$ cat src/rtl/ata_tf_pkg.sv
// Shared constants and types for the task-file register pair.
// Bit positions here are fixed by the host-visible register layout.
package ata_tf_pkg;
    localparam int TF_DATA_W   = 8;
    localparam int DH_LBA_BIT  = 6;
    localparam int DH_DEV_BIT  = 4;
    localparam int DH_HEAD_W   = 4;
    localparam int ST_BSY      = 7;
    localparam int ST_DRDY     = 6;
    localparam int ST_DF       = 5;
    localparam int ST_DSC      = 4;
    localparam int ST_DRQ      = 3;
    localparam int ST_ERR      = 0;

    typedef struct packed {
        logic busy;
        logic ready;
        logic fault;
        logic seek_done;
        logic drq;
        logic err;
    } tf_status_t;
endpackage

$ cat src/rtl/ata_tf_devhead.sv
// Drive/head select register: stores the host byte and decodes its fields.
// Assumes the write enable is already qualified by the offset decode.
// Every unit on the cable stores the byte, whether or not it is selected.
module ata_tf_devhead
    import ata_tf_pkg::*;
(
    input  logic                 clk,
    input  logic                 rst_n,
    input  logic                 wr_en,
    input  logic [TF_DATA_W-1:0] wdata,
    input  logic                 strap_slave,
    output logic [TF_DATA_W-1:0] dh_q,
    output logic                 lba_mode,
    output logic                 dev_bit,
    output logic [DH_HEAD_W-1:0] head,
    output logic                 selected
);
    // Store the select byte on a qualified write.
    always_ff @(posedge clk) begin
        if (!rst_n)     dh_q <= '0;
        else if (wr_en) dh_q <= wdata;
    end

    // Field decode and the device match.
    assign lba_mode = dh_q[DH_LBA_BIT];
    assign dev_bit  = dh_q[DH_DEV_BIT];
    assign head     = dh_q[DH_HEAD_W-1:0];
    assign selected = (dev_bit == strap_slave);

    // a write is visible in the next cycle
    a_r2_write_lands: assert property (@(posedge clk) disable iff (!rst_n)
        wr_en |=> dh_q == $past(wdata));
    // without a write the byte holds
    a_r11_hold_byte: assert property (@(posedge clk) disable iff (!rst_n)
        !wr_en |=> $stable(dh_q));
endmodule

$ cat src/rtl/ata_tf_status.sv
// Status byte assembly from the command-logic flags.
// While busy, only BSY is exposed, so no stale flags reach the host.
module ata_tf_status
    import ata_tf_pkg::*;
(
    input  tf_status_t           st_i,
    output logic [TF_DATA_W-1:0] status_byte
);
    // Build the byte; bits 2:1 always read zero.
    always_comb begin
        status_byte = '0;
        if (st_i.busy) begin
            status_byte[ST_BSY] = 1'b1;
        end else begin
            status_byte[ST_DRDY] = st_i.ready;
            status_byte[ST_DF]   = st_i.fault;
            status_byte[ST_DSC]  = st_i.seek_done;
            status_byte[ST_DRQ]  = st_i.drq;
            status_byte[ST_ERR]  = st_i.err;
        end
    end
endmodule

$ cat src/rtl/ata_tf_irq.sv
// Pending-interrupt flag: a set pulse raises it and an acknowledge clears it.
// A set pulse wins over an acknowledge in the same cycle.
// Assumes the acknowledge is already gated by device selection.
module ata_tf_irq (
    input  logic clk,
    input  logic rst_n,
    input  logic set_pulse,
    input  logic ack,
    output logic pending
);
    // Update the flag; set has priority.
    always_ff @(posedge clk) begin
        if (!rst_n)         pending <= 1'b0;
        else if (set_pulse) pending <= 1'b1;
        else if (ack)       pending <= 1'b0;
    end

    // a set pulse always leaves the flag raised
    a_r7_set_raises: assert property (@(posedge clk) disable iff (!rst_n)
        set_pulse |=> pending);
    // an acknowledge alone clears the flag
    a_r8_ack_clears: assert property (@(posedge clk) disable iff (!rst_n)
        (ack && !set_pulse) |=> !pending);
    // without set or acknowledge the flag holds
    a_r10_flag_holds: assert property (@(posedge clk) disable iff (!rst_n)
        (!ack && !set_pulse) |=> $stable(pending));
endmodule

$ cat src/rtl/ata_taskfile_regs.sv
// Device-side drive/head select and status register pair of an ATA task file.
// Decodes the host bus offsets, gates all responses by the device match,
// and treats a selected status read as the interrupt acknowledge.
// Assumes strobes are one cycle wide and synchronous to clk.
module ata_taskfile_regs
    import ata_tf_pkg::*;
#(
    parameter int ADDR_W      = 3,
    parameter int DEVHEAD_OFS = 6,
    parameter int STATUS_OFS  = 7
) (
    input  logic                 clk,
    input  logic                 rst_n,
    input  logic                 strap_slave,
    input  logic [ADDR_W-1:0]    bus_addr,
    input  logic                 bus_rd,
    input  logic                 bus_wr,
    input  logic [TF_DATA_W-1:0] bus_wdata,
    output logic [TF_DATA_W-1:0] bus_rdata,
    output logic                 bus_rdata_oe,
    input  logic                 busy_i,
    input  logic                 ready_i,
    input  logic                 fault_i,
    input  logic                 seek_done_i,
    input  logic                 drq_i,
    input  logic                 err_i,
    input  logic                 irq_set_i,
    output logic                 intrq_o,
    output logic                 lba_mode_o,
    output logic                 dev_sel_o,
    output logic [DH_HEAD_W-1:0] head_o,
    output logic                 selected_o
);
    localparam logic [ADDR_W-1:0] DH_ADDR = DEVHEAD_OFS[ADDR_W-1:0];
    localparam logic [ADDR_W-1:0] ST_ADDR = STATUS_OFS[ADDR_W-1:0];

    logic [TF_DATA_W-1:0] dh_q;
    logic [TF_DATA_W-1:0] status_byte;
    logic                 pending;
    logic                 hit_dh;
    logic                 hit_st;
    tf_status_t           st_flags;

    // Offset decode.
    assign hit_dh = (bus_addr == DH_ADDR);
    assign hit_st = (bus_addr == ST_ADDR);

    // Pack the status flags.
    assign st_flags = '{busy: busy_i, ready: ready_i, fault: fault_i,
                        seek_done: seek_done_i, drq: drq_i, err: err_i};

    ata_tf_devhead u_devhead (
        .clk         (clk),
        .rst_n       (rst_n),
        .wr_en       (bus_wr && hit_dh),
        .wdata       (bus_wdata),
        .strap_slave (strap_slave),
        .dh_q        (dh_q),
        .lba_mode    (lba_mode_o),
        .dev_bit     (dev_sel_o),
        .head        (head_o),
        .selected    (selected_o)
    );

    ata_tf_status u_status (
        .st_i        (st_flags),
        .status_byte (status_byte)
    );

    ata_tf_irq u_irq (
        .clk       (clk),
        .rst_n     (rst_n),
        .set_pulse (irq_set_i),
        .ack       (bus_rd && hit_st && selected_o),
        .pending   (pending)
    );

    // Read path: drive only when selected and the offset is one of ours.
    always_comb begin
        bus_rdata_oe = bus_rd && selected_o && (hit_dh || hit_st);
        bus_rdata    = '0;
        if (bus_rdata_oe) bus_rdata = hit_st ? status_byte : dh_q;
    end

    // Interrupt line is deasserted while another unit is selected.
    assign intrq_o = pending && selected_o;

    // only a selected unit drives the bus
    a_r4_drive_selected: assert property (@(posedge clk) disable iff (!rst_n)
        bus_rdata_oe |-> selected_o);
    // an undriven bus reads zero
    a_r4_quiet_zero: assert property (@(posedge clk) disable iff (!rst_n)
        !bus_rdata_oe |-> bus_rdata == '0);
    // a busy status read exposes only BSY
    a_r6_busy_masks: assert property (@(posedge clk) disable iff (!rst_n)
        (bus_rdata_oe && hit_st && busy_i) |-> bus_rdata == 8'h80);
    // interrupt line only from a selected unit
    a_r10_intrq_gated: assert property (@(posedge clk) disable iff (!rst_n)
        intrq_o |-> selected_o);
endmodule

$ cat config.mk
export PLATFORM = sky130hd
export DESIGN_NAME = ata_taskfile_regs
export DESIGN_NICKNAME = d
export VERILOG_FILES = /design/src/rtl/ata_tf_pkg.sv /design/src/rtl/ata_tf_devhead.sv /design/src/rtl/ata_tf_status.sv /design/src/rtl/ata_tf_irq.sv /design/src/rtl/ata_taskfile_regs.sv
export SDC_FILE = /design/constraint.sdc
export NUM_CORES = 1
export LEC_CHECK = 0
export BUFFER_PORTS_ARGS = -buffer_cell sky130_fd_sc_hd__buf_4
export CORE_MARGIN = 3
export CORE_UTILIZATION = 38
export CTS_CLUSTER_DIAMETER = 80
export CTS_CLUSTER_SIZE = 16
export DETAILED_ROUTE_END_ITERATION = 6
export PLACE_DENSITY = 0.76
export SETUP_SLACK_MARGIN = 0.3
export SYNTH_ARGS = -nofsm -noshare
export SYNTH_HDL_FRONTEND = slang
export SYNTH_SLANG_ARGS = --single-unit
$ cat constraint.sdc
create_clock -name clk -period 1.5 [get_ports clk]
set_clock_uncertainty 0.05 [all_clocks]
set_input_delay 0.225 -clock clk [delete_from_list [all_inputs] [get_ports clk]]
set_output_delay 0.225 -clock clk [all_outputs]
set_load 0.1 [all_outputs]
==> run summary, run 1 <==
The flow ran to the end, but the final reports show violations. The checks that failed: setup timing. Yosys printed 0 warnings. The depth of the critical timing path with buffers and inverters included came out at 5.

The aggregate global routing overflow is 0. The cell count after synthesis came out at 70. The I/O pin total came out at 40. The total area inside the core boundary comes to 1330 um2.

Counting tap cells, the placed design contains a total of 126 instances. The violation count after the first detailed-routing iteration is 18. The number of buffer cells added on primary ports is 39. The number of diodes added for antenna fixing is 0.

Setup violations remaining at the end of the flow were counted as 10. The number of vias per cell came out at 5.41. The number of buffer and inverter instances along the worst setup path is 2.

After synthesis, the cell types taking the most area are dfxtp_1, nand2_1, a21boi_1. Adding up every negative setup slack in the final design gives -2340 ps. The final max-slew violation count came out at 0. The count of flip-flops with a built-in enable after synthesis came out at 0. The starting density of the core came out at 41.4%. The count of nets left with antenna violations after detail routing is 0. The static leakage came out at 0.477 nW. Dividing the detail-routed wire length by the instance count gives 17.8 um. The number of remaining DRC errors is 0. The die footprint came out at 1950 um2. The overall track demand over capacity in global routing came out at 21.9%. The cell area after synthesis came out at 552 um2.

The highest attainable clock frequency came out at 0.567 GHz. The critical path in this run is classified as flop to output port. The critical path goes through xnor2_4 > nand4_4 > buf_4 > nor3b_4 > buf_12. The number of nets in the synthesized netlist is 93. The H-tree depth came out at 1. The utilization after layout is 89.7%.

The clock tree buffer depth is 2. The share of the synthesized area in the top cell type is 32.7%. The final worst-path setup slack came out at -262 ps. The share of cells above drive strength 1 is 56.4%. Of all cell types, the one taking the most synthesized area is dfxtp_1. The commonest cells after synthesis are nand2_1, dfxtp_1, a21boi_1. The smallest clock period supported by the final layout is computed as 1760 ps.

The post-DP HPWL came out at 1320 um. Among all flip-flop cells after synthesis, the most frequent one is dfxtp_1. The net count of the finished layout came out at 141.

STA classifies the critical path startpoint as a flop. The number of global-route vias before repair is 703. The first TritonRoute pass finished after 4 iterations. Max-cap violations in this run came to 0. The number of antenna violations at the first check in global routing came to 0.

STA classifies the critical path endpoint as an output port. The arrival time at the worst endpoint is 1490 ps. In this run the tightest slew margin relative to its limit is 75.4%. The total of fill cells in the finished design is 62. The number of cells on the worst reg-to-reg path is 4. The highest ir drop seen on vdd came out at 474 uV. The highest cell delay on the worst timing path is 360 ps. The first global-routing pass estimated 3150 um of wire.

The kind of cell with the highest combined delay along the critical path is flip-flops. At the worst endpoint, the required time is 1220 ps. The power consumption is 0.000669 W. TritonCTS built the clock tree. Synthesis instantiated 20 different standard cells from the library. Along the worst path, the maximum fanout reaches 3. nand2_1 is the most common cell in the netlist. The cell count of the worst hold path is 2.

The filler-free cell count of the finished design came out at 132. The proportion of synthesized flip-flops having asynchronous set or reset is 0%. The final weighted congestion in routability-driven placement came out at 0.771.

The part of the Yosys area used for sequential elements came out at 32.7%. The overall die width is 44.1 um. The min-delay analysis places its worst path in the category input pin to flop. The final cycle utilization of the critical path is 117%. The number of hold-repair buffers added at the cts stage is 0. The clock reaches the later pin of the worst-skew pair after 270 ps.

The via count of the routed design came out at 714. The chip height is 44.1 um. In this run, CTS created clock tree buffers numbering 3.

The multi-input combinational cells in the finished layout cover a total of 422 um2. The tree is rooted in a clkbuf_4. The synthesized area divided by synthesized cell count is 7.88 um2.

The area occupied by registers came out at 185 um2. The total number of placement rows came out at 13. The clock-pin transition on the worst setup and hold timing paths is 70 ps. At the pin with the least slew margin, the transition time is 366 ps. Clock tree synthesis found a total of 9 sinks. The routed design has 2340 um of wire. The number of register bits inferred by synthesis is 9. The count of endpoints failing hold in the final timing report was 0. Setup repair after global routing could not meet its margin everywhere. The master of the slowest instance on the critical path is dfxtp_4. The power per unit of standard cell area is 560 nW/um2.

The pin count of the biggest net entering global routing is 10. The synthesis-to-finish area growth came out at 117%.
## layout by cell type (no fill, tap or decap), types with 2 or more instances in the layout
cell	count
buf_4	31
nand2_1	23
buf_12	12
a21boi_1	8
dfxtp_1	7
a21oi_4	6
buf_6	6
nand3b_1	5
clkbuf_4	3
nor3b_4	2
## what timing repair did
| item | CTS | global route |
|---|---|---|
| gates resized for setup | 38 | 5 |
| pin swaps | 1 | 0 |
| setup buffers | 1 | 1 |
| endpoints found under the setup margin | 12 | 16 |
## per-layer routing
metal,vias up,routed length [um],global-route usage (%)
li1,331,-,-
met1,339,889,24.1
met2,38,1260,40.1
met3,6,145,4.88
met4,0,48,8.43
met5,-,0,0
## registers in the layout (all words and copies together), names as in the netlist
name            count
u_irq.pending       1
u_devhead.dh_q      8
## kinds of logic after synthesis
family,count (synthesis),synth area share [%]
xor+xnor,1,2.95
buf+inv,7,7.93
compound gates,16,18.4
flops,9,32.7
simple gates,37,38.1
## layout make-up
type                       instances  share of cell area [%]
multi-input combinational         54                    35.3
tap                               15                    1.57
inverter                           1                   0.314
sequential                         9                    15.5
clock buffer                       4                    2.20
timing repair buffer              49                    45.2
## final timing paths
| path | to | from | slack (ps) |
|---|---|---|---|
| hold / removal | u_irq.pending | bus_rd | 150 |
| hold reg to reg | u_devhead.dh_q[7] | u_devhead.dh_q[7] | 430 |
| setup reg to reg | u_irq.pending | u_devhead.dh_q[4] | 460 |
| setup / recovery | bus_rdata[1] | u_devhead.dh_q[4] | -260 |
## per-stage QoR
step	area, um2	hold slack, ps	setup slack (ps)
2_1_floorplan	649	282	-1300
3_3_place_gp	981	399	-48.2
3_5_place_dp	981	408	-57.3
6_report	1200	154	-262
4_1_cts	1170	131	-238
5_1_grt	1200	159	-329
## power breakdown
group          switching [W]  internal, W  total [W]
registers         0.00000550     0.000244   0.000250
logic               0.000126    0.0000997   0.000226
clock network      0.0000914     0.000103   0.000194
total               0.000223     0.000447   0.000669
## worst register-to-register path: cells and delay by family, from the launching register on
kind	cells	cell delay, ps
AO/OA/AOI/OAI	1	150
XOR/XNOR	1	140
buffers and inverters	2	260
flip-flops	1	360
(Power assumes the default switching activity.)
==> run 2, diff against run 1 <==
--- a/config.mk
+++ b/config.mk
@@ -7,11 +7,12 @@
 export LEC_CHECK = 0
 export BUFFER_PORTS_ARGS = -buffer_cell sky130_fd_sc_hd__buf_4
 export CORE_MARGIN = 3
-export CORE_UTILIZATION = 38
+export CORE_UTILIZATION = 41
+export CTS_BUF_LIST = sky130_fd_sc_hd__clkbuf_2 sky130_fd_sc_hd__clkbuf_4 sky130_fd_sc_hd__clkbuf_8
 export CTS_CLUSTER_DIAMETER = 80
 export CTS_CLUSTER_SIZE = 16
 export DETAILED_ROUTE_END_ITERATION = 6
-export PLACE_DENSITY = 0.76
+export PLACE_DENSITY = 0.81
 export SETUP_SLACK_MARGIN = 0.3
 export SYNTH_ARGS = -nofsm -noshare
 export SYNTH_HDL_FRONTEND = slang
==> run summary, run 2 <==
The number of register bits inferred by synthesis is 9. The final weighted congestion in routability-driven placement came out at 0.722. The chip height is 42.7 um. By area the synthesized netlist is led by dfxtp_1, nand2_1, a21boi_1. The commonest cells after synthesis are nand2_1, dfxtp_1, a21boi_1.

The flow did not finish. The cell taking the most area after synthesis is dfxtp_1. The I/O pin total came out at 40. Once the clock tree was built, the setup fixing pass inserted 0 buffers. For this configuration, the core starts out at a cell density of 46.5%. The HPWL after detailed placement is 1380 um. The number of instances in the synthesized netlist is 70. It got as far as 4_1_cts and failed there. The part of the Yosys area used for sequential elements came out at 32.7%. In this run the number of H-tree levels came out at 1.

The clock sink count came out at 9. The primary flip-flop cell chosen by synthesis mapping is dfxtp_1. The share of the synthesized area in the top cell type came out at 32.7%. The total CTS buffers came out at 3. The proportion of synthesized flip-flops having asynchronous set or reset came out at 0%. The overall die width is 42.7 um. The cell area after synthesis came out at 552 um2. The tool reported: "[ERROR DPL-0033] detailed placement checks failed during check placement".

In the post-synthesis netlist, the cell with the most instances is nand2_1. The synthesized area divided by synthesized cell count came out at 7.88 um2. The count of buffers added on input and output ports is 39. The synthesized netlist net count is 93. In this run the deepest clock path goes through 2 buffers.

The total of cells resized after clock tree synthesis is 37. The tree is rooted in a clkbuf_4. Buffers inserted to repair hold after CTS numbered 0. The total number of placement rows came out at 12. In this run the cell area measured after placement is 980 um2. The number of distinct library cells after synthesis came out at 20. The count of flip-flops with a built-in enable after synthesis came out at 0. The count of yosys warnings during synthesis is 0.
run 2: metrics by stage:
| stage | utilization, % | std cells | hold WS [ps] | setup TNS, ps | worst slack [ps] |
|---|---|---|---|---|---|
| floorplan | - | 70 | 282 | -10090 | -1300 |
| global placement | 82.6 | 125 | 395 | -315 | -50.7 |
| detailed placement | 82.6 | 125 | 409 | -382 | -54.9 |
run 2: logic make-up after synthesis:
kind of cell | share of synthesized area [%]
xor gates and xnor gates | 2.95
buffers and inverters | 7.93
DFF | 32.7
AOI/OAI and AO/OA | 18.4
and+or+nand+nor | 38.1
==> run 3, diff against run 2 <==
==> config.mk (replaced) <==
export PLATFORM = sky130hd
export DESIGN_NAME = ata_taskfile_regs
export DESIGN_NICKNAME = d
export VERILOG_FILES = /design/src/rtl/ata_tf_pkg.sv /design/src/rtl/ata_tf_devhead.sv /design/src/rtl/ata_tf_status.sv /design/src/rtl/ata_tf_irq.sv /design/src/rtl/ata_taskfile_regs.sv
export SDC_FILE = /design/constraint.sdc
export NUM_CORES = 1
export LEC_CHECK = 0
export BUFFER_PORTS_ARGS = -buffer_cell sky130_fd_sc_hd__buf_4
export CORE_AREA = 3 3 64 66
export DETAILED_ROUTE_END_ITERATION = 6
export DIE_AREA = 0 0 67 69
export PLACE_DENSITY_LB_ADDON = 0.15
export SYNTH_ARGS = -nofsm -noshare
export SYNTH_HDL_FRONTEND = slang
export SYNTH_SLANG_ARGS = --single-unit
==> run summary, run 3 (same netlist as run 1, synthesis figures left out) <==
The synthesis-to-finish area growth came out at 120%. The final weighted congestion in routability-driven placement is 0.651. The number of antenna violations at the first check in global routing came out at 0. The arrival time at the worst endpoint is 1400 ps.

The logic depth of the worst register-to-register path came out at 3. Among all stages on the critical path, the largest delay is contributed by dfxtp_4. The flip-flop count of the largest register after layout came out at 8.

The flow ran to the end, but the final reports show violations. For this run, design rule violations remaining after detail routing come to 0. The count of endpoints failing hold in the final timing report is 0. Buffers inserted to repair hold after CTS numbered 0.

The critical path starts at u_devhead.dh_q[4]. The clock tree buffer depth came out at 2. The die footprint came out at 4620 um2.

The number of vias per cell came out at 3.87. The commonest non-fill, non-tap cell in the layout is buf_4. The post-DP HPWL is 1630 um. The die is 67 um wide. The chip height is 69 um. The static leakage is 0.472 nW. The clock latency on the worst-skew pair is 230 ps. The I/O pin total is 40. Internal power comes to 0.000520 W.

The pin slew with the least headroom to its limit is 326 ps. The highest attainable clock frequency is 0.595 GHz. The number of diodes added for antenna fixing is 0. The net load switching power came out at 0.000215 W. The routed design could run at a clock period as short as 1680 ps. The number of buffers and inverters on the critical path is 2. The total number of placement rows is 22.

The H-tree depth came out at 1. STA classifies the critical path endpoint as an output port. The starting density of the core came out at 15.2%. The clock network power share is 37.9%. The critical path start-end classification is flop to output port. After detailed routing, the average wire length per cell comes to 11.5 um. The worst path uses 112% of the clock period. The largest registers in the layout are u_devhead.dh_q: 8 flops, u_irq.pending: 1 flops. The total of endpoints with negative setup slack in the final report came out at 9. The worst reg-to-reg setup slack came out at 570 ps. The count of nets left with antenna violations after detail routing came out at 0. Setup slack on the critical path of the routed design comes to -180 ps. Leaving out filler cells and counting taps, the final layout contains 165.

The cell count of the worst hold path came out at 2. The number of buffer cells added on primary ports is 39. The violation count after the first detailed-routing iteration came out at 23.

The cell type group with the largest total delay on the critical path is flip-flops. In this run the post-CTS setup repair buffer count came out at 0. At the placement stage, the worst setup path has a slack of -65.4 ps. Walking the worst path, the cells encountered are xnor2_4 > nand4_4 > buf_6 > nor3b_4 > buf_12.

The power per unit of standard cell area came out at 606 nW/um2. The checks that failed: setup timing. Setup repair after global routing could not meet its margin everywhere. The aggregate global routing overflow is 0.

For the worst setup path, the data required time is 1220 ps. The via count of the routed design is 638. The sequential cell fraction of total power is 34.1%. The routed design has 1900 um of wire.

The startpoint identified for the worst register-to-register timing path is u_devhead.dh_q[4]. The count of TritonRoute iterations in the first routing pass came out at 4. The summed negative setup slack over all endpoints came out at -1430 ps. The highest cell delay on the worst timing path came out at 360 ps.

The register name with the most flops is u_devhead.dh_q. In this run the worst hold path is classified as input pin to flop. TritonCTS built the clock tree.

The number of global-route vias before repair came to 607. The worst max-slew margin expressed relative to the limit came out at 78.2%. Of the cells placed in the final design, the portion with a size suffix greater than 1 is 55.6%. Leaving out fill and tap cells, the most frequent cells in the layout are buf_4, nand2_1, buf_12. For hold timing, the worst endpoint is u_irq.pending. The pin count of the biggest net entering global routing is 10. STA classifies the critical path startpoint as a flop. In this run the critical register-to-register path is captured at u_irq.pending.

The net count of the finished layout came out at 141. The number of instances in the placed design is 161. Per report_power, the combinational group accounts for 28.1% of the total.

The clock sink count is 9. The switching share of power came out at 29.2%. Across every metal layer, demand over resource in global routing totals 8.67%. The clock-pin transition on the worst setup and hold timing paths is 50 ps. The final max-slew violation count is 0. The worst min-delay path startpoint is bus_rd. The utilization after layout came out at 33.3%. Of all nets on the critical path, the largest fanout is 2. The core region is 3630 um2. The wire length of the first global-routing pass is 3010 um.

The highest ir drop seen on vdd is 281 uV. The clock tree root buffer cell is clkbuf_8. The number of maximum-capacitance constraint violations came out at 0. The total CTS buffers is 3.
[run 3: area by class of cell]
cell class	instances	area [um2]
multi-input cells	54	422
repair buffers	49	497
inverters	1	3.75
clock buffers	4	45.0
flip-flops and latches	9	184
fillers	393	2420
well taps	48	60.1
[run 3: worst max path at each step]
stage / end / slack, ps / cells past startpoint
2_1_floorplan: bus_rdata[1] / -1300 / 3
3_3_place_gp: bus_rdata[1] / -50 / 6
3_5_place_dp: bus_rdata[1] / -70 / 6
4_1_cts: bus_rdata[1] / -200 / 5
5_1_grt: bus_rdata[1] / -240 / 5
6_report: bus_rdata[1] / -180 / 5
[run 3: power by group through the flow]
| stage | combinational (W) | clock, W | sequential (W) |
|---|---|---|---|
| floorplan | 0.0000997 | 0 | 0.000261 |
| global placement | 0.000196 | 0 | 0.000254 |
| detailed placement | 0.000197 | 0 | 0.000255 |
| CTS | 0.000208 | 0.000285 | 0.000250 |
| global route | 0.000218 | 0.000304 | 0.000251 |
| finish | 0.000206 | 0.000278 | 0.000250 |
[run 3: what timing repair did]
item	4_1_cts	5_1_grt
setup endpoints to repair	10	10
cloned	0	0
resized for setup	31	1
pin swaps	1	1
[run 3: layer usage]
metal  routed length (um)  share of wire (%)  GRT usage [%]
met2                  974                 51           13.6
met3                  122                6.4           1.63
met1                  770                 41           10.8
met5                    0                  0              0
met4                   34                1.8           4.73
[run 3: through the flow]
stage          hold WS (ps)  cell area, um2  total power (W)
5_1_grt                 163            1210         0.000773
3_5_place_dp            411            1040         0.000452
6_report                171            1210         0.000735
3_3_place_gp            395            1040         0.000450
4_1_cts                 167            1210         0.000743
2_1_floorplan           275             648         0.000361
[run 3: worst reg2reg max path, delay by kind of cell (launching register included)]
kind            cells  cell delay (ps)
flops               1              360
xor+xnor            1              130
compound gates      1              170
buf+inv             1              150
